[src/rtl/sertx_pkg.sv]
package sertx_pkg;
  typedef enum logic [2:0] {
    PH_IDLE  = 3'd0,
    PH_ARMED = 3'd1,
    PH_START = 3'd2,
    PH_DATA  = 3'd3,
    PH_STOP  = 3'd4
  } phase_t;
endpackage

[src/rtl/sertx_shreg.sv]
module sertx_shreg #(
  parameter int DATA_W    = 8,
  parameter bit MSB_FIRST = 1'b1
) (
  input  logic              clk,
  input  logic              rst_n,
  input  logic              cap_i,
  input  logic              shift_i,
  input  logic [DATA_W-1:0] data_i,
  output logic              bit_o
);
  logic [DATA_W-1:0] word_q;
  logic [DATA_W-1:0] word_d;
  logic [DATA_W-1:0] word_shifted;

  generate
    if (MSB_FIRST) begin : g_msb
      assign word_shifted = {word_q[DATA_W-2:0], 1'b0};
      assign bit_o        = word_q[DATA_W-1];
    end else begin : g_lsb
      assign word_shifted = {1'b0, word_q[DATA_W-1:1]};
      assign bit_o        = word_q[0];
    end
  endgenerate

  always_comb begin
    word_d = word_q;
    if (cap_i)        word_d = data_i;
    else if (shift_i) word_d = word_shifted;
  end

  always_ff @(posedge clk or negedge rst_n) begin
    if (!rst_n) word_q <= '0;
    else        word_q <= word_d;
  end

  // without capture or shift the presented bit must not move
  p_word_hold_r3: assert property (@(posedge clk) disable iff (!rst_n)
    (!cap_i && !shift_i) |=> $stable(bit_o));
endmodule

[src/rtl/sertx_ctrl.sv]
module sertx_ctrl
  import sertx_pkg::*;
#(
  parameter int DATA_W   = 8,
  parameter int STOP_CNT = 2
) (
  input  logic   clk,
  input  logic   rst_n,
  input  logic   bit_tick,
  input  logic   load_i,
  output phase_t phase_o,
  output logic   cap_o,
  output logic   shift_o,
  output logic   busy_o
);
  localparam int MAXC = (DATA_W > STOP_CNT) ? DATA_W : STOP_CNT;
  localparam int CW   = $clog2(MAXC + 1);
  localparam logic [CW-1:0] LAST_D = CW'(DATA_W - 1);
  localparam logic [CW-1:0] LAST_S = CW'(STOP_CNT - 1);

  phase_t        ph_q, ph_d;
  logic [CW-1:0] cnt_q, cnt_d;

  always_comb begin
    ph_d    = ph_q;
    cnt_d   = cnt_q;
    cap_o   = 1'b0;
    shift_o = 1'b0;
    case (ph_q)
      PH_IDLE: begin
        if (load_i) begin
          ph_d  = PH_ARMED;
          cap_o = 1'b1;
        end
      end
      PH_ARMED: begin
        if (bit_tick) ph_d = PH_START;
      end
      PH_START: begin
        if (bit_tick) begin
          ph_d  = PH_DATA;
          cnt_d = '0;
        end
      end
      PH_DATA: begin
        if (bit_tick) begin
          shift_o = 1'b1;
          if (cnt_q == LAST_D) begin
            ph_d  = PH_STOP;
            cnt_d = '0;
          end else begin
            cnt_d = cnt_q + 1'b1;
          end
        end
      end
      PH_STOP: begin
        if (bit_tick) begin
          if (cnt_q == LAST_S) ph_d = PH_IDLE;
          else                 cnt_d = cnt_q + 1'b1;
        end
      end
      default: ph_d = PH_IDLE;
    endcase
  end

  always_ff @(posedge clk or negedge rst_n) begin
    if (!rst_n) begin
      ph_q  <= PH_IDLE;
      cnt_q <= '0;
    end else begin
      ph_q  <= ph_d;
      cnt_q <= cnt_d;
    end
  end

  assign phase_o = ph_q;
  assign busy_o  = (ph_q != PH_IDLE);

  // data bit index stays inside the word
  p_cnt_range_r5: assert property (@(posedge clk) disable iff (!rst_n)
    (ph_q == PH_DATA) |-> (cnt_q <= LAST_D));
  // stop-bit count stays inside the configured tail
  p_stop_range_r6: assert property (@(posedge clk) disable iff (!rst_n)
    (ph_q == PH_STOP) |-> (cnt_q <= LAST_S));
endmodule

[src/rtl/sertx_top.sv]
module sertx_top
  import sertx_pkg::*;
#(
  parameter int DATA_W    = 8,
  parameter int STOP_CNT  = 2,
  parameter bit MSB_FIRST = 1'b1
) (
  input  logic              clk,
  input  logic              rst_n,
  input  logic              bit_tick,
  input  logic              load_i,
  input  logic [DATA_W-1:0] data_i,
  output logic              line_o,
  output logic              busy_o
);
  phase_t phase;
  logic   cap;
  logic   shift;
  logic   data_bit;

  sertx_ctrl #(
    .DATA_W   (DATA_W),
    .STOP_CNT (STOP_CNT)
  ) u_ctrl (
    .clk      (clk),
    .rst_n    (rst_n),
    .bit_tick (bit_tick),
    .load_i   (load_i),
    .phase_o  (phase),
    .cap_o    (cap),
    .shift_o  (shift),
    .busy_o   (busy_o)
  );

  sertx_shreg #(
    .DATA_W    (DATA_W),
    .MSB_FIRST (MSB_FIRST)
  ) u_shreg (
    .clk     (clk),
    .rst_n   (rst_n),
    .cap_i   (cap),
    .shift_i (shift),
    .data_i  (data_i),
    .bit_o   (data_bit)
  );

  always_comb begin
    case (phase)
      PH_START: line_o = 1'b0;
      PH_DATA:  line_o = data_bit;
      default:  line_o = 1'b1;
    endcase
  end

  // an accepted load raises busy at that edge
  p_busy_rise_r2: assert property (@(posedge clk) disable iff (!rst_n)
    (load_i && !busy_o) |=> busy_o);
  // a load seen while busy never reaches the capture path
  p_drop_when_busy_r3: assert property (@(posedge clk) disable iff (!rst_n)
    (load_i && busy_o) |-> !cap);
  // line holds across edges without a baud pulse
  p_hold_between_ticks_r7: assert property (@(posedge clk) disable iff (!rst_n)
    !bit_tick |=> $stable(line_o));
  // idle line is high
  p_idle_high_r8: assert property (@(posedge clk) disable iff (!rst_n)
    !busy_o |-> line_o);
endmodule

[config.mk]
export PLATFORM = sky130hd
export DESIGN_NAME = sertx_top
export DESIGN_NICKNAME = d
export VERILOG_FILES = /design/src/rtl/sertx_pkg.sv /design/src/rtl/sertx_shreg.sv /design/src/rtl/sertx_ctrl.sv /design/src/rtl/sertx_top.sv
export SDC_FILE = /design/constraint.sdc
export NUM_CORES = 1
export LEC_CHECK = 0
export BUFFER_PORTS_ARGS = -buffer_cell sky130_fd_sc_hd__buf_2
export CORE_MARGIN = 1.5
export CORE_UTILIZATION = 60
export CTS_BUF_LIST = sky130_fd_sc_hd__clkbuf_8
export CTS_CLUSTER_SIZE = 24
export DETAILED_ROUTE_END_ITERATION = 8
export GPL_TIMING_DRIVEN = 0
export PLACE_DENSITY_LB_ADDON = 0.3
export SYNTH_ARGS = -nofsm -noshare
export SYNTH_HDL_FRONTEND = slang
export SYNTH_HIERARCHICAL = 1
export SYNTH_SLANG_ARGS = --single-unit
[constraint.sdc]
create_clock -name clk -period 2.9 [get_ports clk]
set_clock_uncertainty 0.1 [all_clocks]
set_input_delay 0.29 -clock clk [delete_from_list [all_inputs] [get_ports clk]]
set_output_delay 0.29 -clock clk [all_outputs]
set_load 0.005 [all_outputs]
==> results.py, run 1 <==
metrics = {
    "outcome": {
        "outcome": "finished clean",
    },
    "yosys": {
        "synth_cells": 85,
        "yosys.area_share.adder_pct": 2.941,
        "synth-simple-area-share_pct": 20.88,
        "synth_nets": 99,
        "ys_ff_latch": 15,
        "ys_seq_area_share_pct": 44.12,
        "yosys_warnings": 6,
        "synth_xor_area_share_pct": 0,
        "ys_types": 31,
        "synth_compound_gate_area_share_pct": 16.91,
        "synth_mux_area_share_pct": 9.412,
        "synth_top_family_by_area": "simple AND/OR/NAND/NOR gates",
        "netlist_area_um2": 850.8,
        "synth_area_per_cell_um2": 10.01,
    },
    "floorplan": {
        "die_h_um": 40.66,
        "rows": 13,
        "dieArea_um2": 1653,
        "io_pins": 14,
        "coreArea_um2": 1318,
        "start_util_pct": 64.58,
        "die_x_um": 40.66,
    },
    "worst_setup_path": {
        "critical_path_required_ns": 2.94,
        "reg2reg_from": "u_ctrl/cnt_q[0]",
        "worstSetupPathType": "register to register",
        "critPathMaxFanout": 6,
        "r2r_slack_ns": 1.03,
        "cp-start-kind": "register",
        "r2r_cells": 5,
        "critPathCaptureType": "register",
        "cp.arrival_ns": 1.92,
        "reg2reg_to": "u_ctrl/cnt_q[3]",
    },
    "clocking": {
        "path_clk_slew_ns": 0.07,
        "clock_path_buffers": 2,
        "cts-root-buf": "clkbuf_8",
        "postCtsSetupBuffers": 0,
        "postCtsHoldBufs": 1,
        "cts.sinks": 15,
        "htreeDepth": 1,
        "cts_buffers": 3,
        "cts_resized": 0,
        "cts_tree": "built",
        "insertion_delay_ns": 0.24,
    },
    "run": {
        "drv_cap": 0,
    },
    "cells_and_area": {
        "final_core_util_pct": 75.02,
        "final_cell_count_no_fill": 117,
        "areaGrowthSynthToFinish_pct": 16.18,
        "final_cell_mix": "dfrtp_1, buf_2, nand2_1, mux2i_1, o21ai_1",
        "final_nets": 117,
        "nFillCells": 94,
        "layout_commonest_cell": "dfrtp_1",
        "antenna_cells": 0,
        "final_layout_size_suffix_gt1_share_pct": 26.47,
    },
    "timing": {
        "finalSetupViolCount": 0,
        "hold_viol": 0,
        "rsz0062_at_grt": "false",
        "finalCriticalPeriod_ns": 1.872,
        "slew_viol_final": 0,
        "finalWorstSetupSlack_ns": 1.028,
        "tns_ns": 0,
        "relSlewSlack_pct": 67.88,
        "fmax_ghz": 0.5342,
        "worst_pin_slew_ns": 0.4801,
        "finalCritPeriodShare_pct": 64.55,
    },
    "routing": {
        "postRouteAntennaNets": 0,
        "firstDrtPassIters": 4,
        "vias_per_cell": 5.701,
        "wl_um": 1623,
        "num_vias": 667,
        "avgRoutedWirePerCell_um": 13.87,
        "detail_route.iter0.violations": 14,
        "drc": 0,
    },
    "global_route": {
        "grt_max_degree": 16,
        "grt_pass1_wl_um": 2525,
        "grt_pass1_vias": 585,
        "grt_use_total_pct": 23.88,
        "antenna_found_initial": 0,
        "gr-total-overflow": 0,
    },
    "hold_path": {
        "hold_path_startpoint": "data_i[6]",
        "hold_depth": 3,
        "hp-class": "input pin to register",
        "hold_end": "u_shreg/word_q[6]",
    },
    "place": {
        "place_worst_setup_slack_ns": 1.055,
        "placedCellCount": 112,
        "hpwl_um": 1166,
        "place.gp.congestion": 0.6856,
        "port_buffers": 12,
    },
    "power": {
        "p_per_area_nw_per_um2": 576.2,
        "power.leakage_nw": 0.4876,
        "vdd_drop_max_v": 0.0003538,
    },
}
-- worst max-delay path, stage by stage, from the launching register on --
cell     delay, ns
dfrtp_1       0.42
ha_1          0.21
nor3b_2       0.18
o41ai_4       0.46
nand2_2       0.12
o31ai_1       0.28
-- cells in the mapped netlist (all sizes together) --
| cell type | n | area, um^2 |
|---|---|---|
| o21ai | 8 | 40.03 |
| a211oi | 2 | 15.01 |
| o22ai | 1 | 6.260 |
| or3 | 1 | 6.260 |
| nand2b | 1 | 6.260 |
| inv | 3 | 11.26 |
| nor3 | 1 | 5.000 |
| mux2i | 8 | 80.08 |
| nor3b | 1 | 12.51 |
| buf | 4 | 32.53 |
| nor4 | 1 | 12.51 |
| a22o | 1 | 8.760 |
| a21oi | 2 | 10.01 |
| and3 | 1 | 7.510 |
| o31ai | 1 | 7.510 |
| dfrtp | 15 | 375.4 |
| nand2 | 13 | 51.30 |
| and2 | 2 | 12.51 |
| ha | 2 | 25.02 |
| nand3b | 3 | 22.52 |
| a311oi | 1 | 8.760 |
| clkbuf | 1 | 5.000 |
| and3b | 1 | 8.760 |
| o41ai | 1 | 27.53 |
| nand3 | 2 | 10.01 |
| nor2 | 6 | 22.52 |
| a2bb2oi | 1 | 8.760 |
| a41o | 1 | 11.26 |
-- area by class of cell --
cell class              count  area [um^2]  share of cell area, %
repair buffers             13        70.07                  7.089
multi-input cells          62        426.7                  43.16
clock inverters             1        7.507                 0.7595
flip-flops and latches     15        375.4                  37.97
plain buffers               5        37.54                  3.797
well taps                  15        18.77                  1.899
clock buffers               3        41.29                  4.177
inverters                   3        11.26                  1.139
-- how the worst max path moves through the flow --
| stage | from | slack, ns | endpoint | cells after the start |
|---|---|---|---|---|
| 6_report | u_ctrl/cnt_q[0] | 1.03 | u_ctrl/cnt_q[3] | 5 |
| 5_1_grt | u_ctrl/cnt_q[0] | 0.91 | u_ctrl/cnt_q[3] | 5 |
| 4_1_cts | u_ctrl/cnt_q[0] | 1.02 | u_ctrl/cnt_q[3] | 5 |
| 3_5_place_dp | u_ctrl/cnt_q[0] | 1.06 | u_ctrl/cnt_q[3] | 5 |
| 3_3_place_gp | u_ctrl/phase_o[1] | 1.11 | u_shreg/word_q[5] | 6 |
| 2_1_floorplan | u_ctrl/cnt_q[0] | 1.23 | u_ctrl/cnt_q[2] | 5 |
-- routing by layer --
| metal | track usage (%) | wire length [um] | up-vias | part of all wire [%] |
|---|---|---|---|---|
| li1 | - | - | 334 | - |
| met1 | 28.52 | 743 | 318 | 46 |
| met2 | 41.27 | 810 | 13 | 50 |
| met3 | 4.891 | 50 | 2 | 3.1 |
| met4 | 10.00 | 19 | 0 | 1.2 |
| met5 | 0 | 0 | - | 0 |
-- state kept, by name (all words and copies together) (netlist names) --
register and flops:
u_shreg/word_q 8, u_ctrl/cnt_q 4, u_ctrl/phase_o 3
-- cells by family (layout without fill, tap and decap cells) --
family | Yosys count | after routing
adders and majority gates | 2 | 2
DFF | 15 | 15
and+or+nand+nor | 33 | 33
buffers and inverters | 8 | 25
AOI/OAI and AO/OA | 19 | 19
muxes | 8 | 8
-- per-stage QoR --
stage          power (mW)  hold slack [ns]  area, um^2
2_1_floorplan      0.3626          -0.1056       850.8
3_3_place_gp       0.3906           0.1067       929.6
3_5_place_dp       0.3976           0.1111       929.6
4_1_cts            0.5754           0.1417       988.4
5_1_grt            0.6049           0.1620       988.4
6_report           0.5695           0.1441       988.4
-- where the power goes --
part           switching, mW  total, mW  internal, mW
clock                 0.0752      0.171        0.0963
combinational         0.0667      0.132        0.0652
sequential            0.0325      0.266         0.234
Note: power is estimated with default switching activity, not from simulation.
==> run 2, diff against run 1 <==
Settings changed: CORE_UTILIZATION 60 to 57.
Clock period 2.9 ns to 1.9 ns, I/O delays scaled along.
==> run 2 against run 1 <==
Against the previous run: critical path depth did not move; setup slack got worse by 0.88 ns; worst hold slack got worse by 0.085 ns; count of clock-buffer cells in the layout did not move; die area rose by 4.9%; wire length fell by 8.3%; first-iteration DRC count rose by 36%; largest power group unchanged; combinational power rose by 48%; critical endpoint is now u_ctrl/cnt_q[2]; sequential share of layout area barely moved; maximum frequency rose by 7.0%.
==> results.py, run 2 (synthesis gave the netlist of run 1 again) <==
metrics = {
    "routing": {
        "detail_route.iter0.violations": 19,
        "firstDrtPassIters": 4,
        "vias_per_cell": 5.513,
        "drc": 0,
        "avgRoutedWirePerCell_um": 12.73,
        "wl_um": 1489,
        "num_vias": 645,
        "postRouteAntennaNets": 0,
    },
    "floorplan": {
        "start_util_pct": 63.02,
        "die_x_um": 41.64,
        "io_pins": 14,
        "dieArea_um2": 1733,
        "rows": 13,
        "coreArea_um2": 1350,
        "die_h_um": 41.64,
    },
    "clocking": {
        "insertion_delay_ns": 0.24,
        "cts_tree": "built",
        "cts-root-buf": "clkbuf_8",
        "clock_path_buffers": 2,
        "cts_buffers": 3,
        "htreeDepth": 1,
        "cts.sinks": 15,
        "path_clk_slew_ns": 0.06,
    },
    "place": {
        "port_buffers": 12,
        "place_worst_setup_slack_ns": 0.05013,
        "hpwl_um": 1083,
        "place.gp.congestion": 0.8409,
    },
    "worst_setup_path": {
        "cp.arrival_ns": 1.80,
        "critPathCaptureType": "register",
        "critical_path_required_ns": 1.95,
        "critPathMaxFanout": 6,
        "worstSetupPathType": "register to register",
        "cp-start-kind": "register",
    },
    "cells_and_area": {
        "final_cell_mix": "dfrtp_1, buf_2, nand2_1, mux2i_1, o21ai_1",
        "antenna_cells": 0,
        "regMostFlops": "u_shreg/word_q",
        "nFillCells": 106,
        "layout_commonest_cell": "dfrtp_1",
        "largest_reg_flops": 8,
        "final_nets": 117,
        "final_layout_size_suffix_gt1_share_pct": 26.47,
        "areaGrowthSynthToFinish_pct": 16.03,
    },
    "timing": {
        "finalCriticalPeriod_ns": 1.749,
        "fmax_ghz": 0.5718,
        "finalCritPeriodShare_pct": 92.05,
        "finalWorstSetupSlack_ns": 0.1510,
        "tns_ns": 0,
        "worst_pin_slew_ns": 0.4431,
        "finalSetupViolCount": 0,
        "relSlewSlack_pct": 70.36,
        "hold_viol": 0,
        "slew_viol_final": 0,
        "rsz0062_at_grt": "false",
    },
    "run": {
        "drv_cap": 0,
    },
    "global_route": {
        "grt_pass1_wl_um": 2511,
        "gr-total-overflow": 0,
        "antenna_found_initial": 0,
        "grt_use_total_pct": 19.43,
        "grt_max_degree": 16,
        "grt_pass1_vias": 610,
    },
    "power": {
        "vdd_drop_max_v": 0.0006930,
        "p_per_area_nw_per_um2": 857.0,
        "power.leakage_nw": 0.5022,
    },
    "outcome": {
        "outcome": "finished clean",
    },
    "hold_path": {
        "hp-class": "input pin to register",
    },
}
[run 2: metrics by stage]
| step | hold slack (ns) | cells | cell area, um^2 | util, % | total power, mW |
|---|---|---|---|---|---|
| CTS | 0.05067 | 117 | 984.7 | 72.94 | 0.8596 |
| detailed placement | 0.01120 | 112 | 929.6 | 68.86 | 0.6056 |
| floorplan | -0.2056 | 85 | 850.8 | - | 0.5534 |
| finish | 0.05917 | 117 | 987.2 | 73.12 | 0.8460 |
| global placement | 0.002016 | 112 | 929.6 | 68.86 | 0.5961 |
| global route | 0.06777 | 117 | 987.2 | 73.12 | 0.9019 |
[run 2: worst paths after layout]
path                                  from                 to  slack (ns)  cells after the start
setup / recovery           u_ctrl/cnt_q[0]    u_ctrl/cnt_q[2]        0.15                      5
hold / removal                   data_i[6]  u_shreg/word_q[6]        0.06                      3
setup reg to reg           u_ctrl/cnt_q[0]    u_ctrl/cnt_q[2]        0.15                      5
hold reg to reg            u_ctrl/cnt_q[0]    u_ctrl/cnt_q[0]        0.44                      1
max in group asynchronous            rst_n  u_shreg/word_q[0]        1.16                      2
min in group asynchronous            rst_n  u_ctrl/phase_o[0]        0.30                      2
[run 2: report_power, final]
group,total [mW],internal (mW),switching [mW]
Combinational,0.196,0.0990,0.0975
Clock,0.245,0.143,0.102
Sequential,0.405,0.357,0.0478
[run 2: layout make-up]
class	instances	area, um^2	area share (%)
multi-input combinational	62	429.2	43.47
sequential	15	375.4	38.02
timing repair buffer	13	70.07	7.098
clock buffer	3	41.29	4.183
buffer	5	37.54	3.802
tap	15	18.77	1.901
inverter	3	11.26	1.141
clock inverter	1	3.754	0.3802
[run 2: worst max-delay path: stages, from the launching register on]
cell	delay (ns)
dfrtp_1	0.42
ha_1	0.21
nor3b_2	0.17
o41ai_4	0.38
nor2_1	0.09
nor4_2	0.28
[run 2: layer usage]
layer	global-route usage, %	wire (um)	vias up
met4	10.97	21	0
met2	31.87	699	10
met1	22.79	716	295
met3	5.217	52	4
met5	0	0	-
li1	-	-	336
[run 2: what timing repair did]
| item | CTS | global route |
|---|---|---|
| buffers inserted | 0 | 0 |
| endpoints found under the setup margin | 0 | 10 |
| hold buffers | 1 | 0 |
| endpoints found under the hold margin | 15 | 0 |
| gates resized for setup | 0 | 1 |
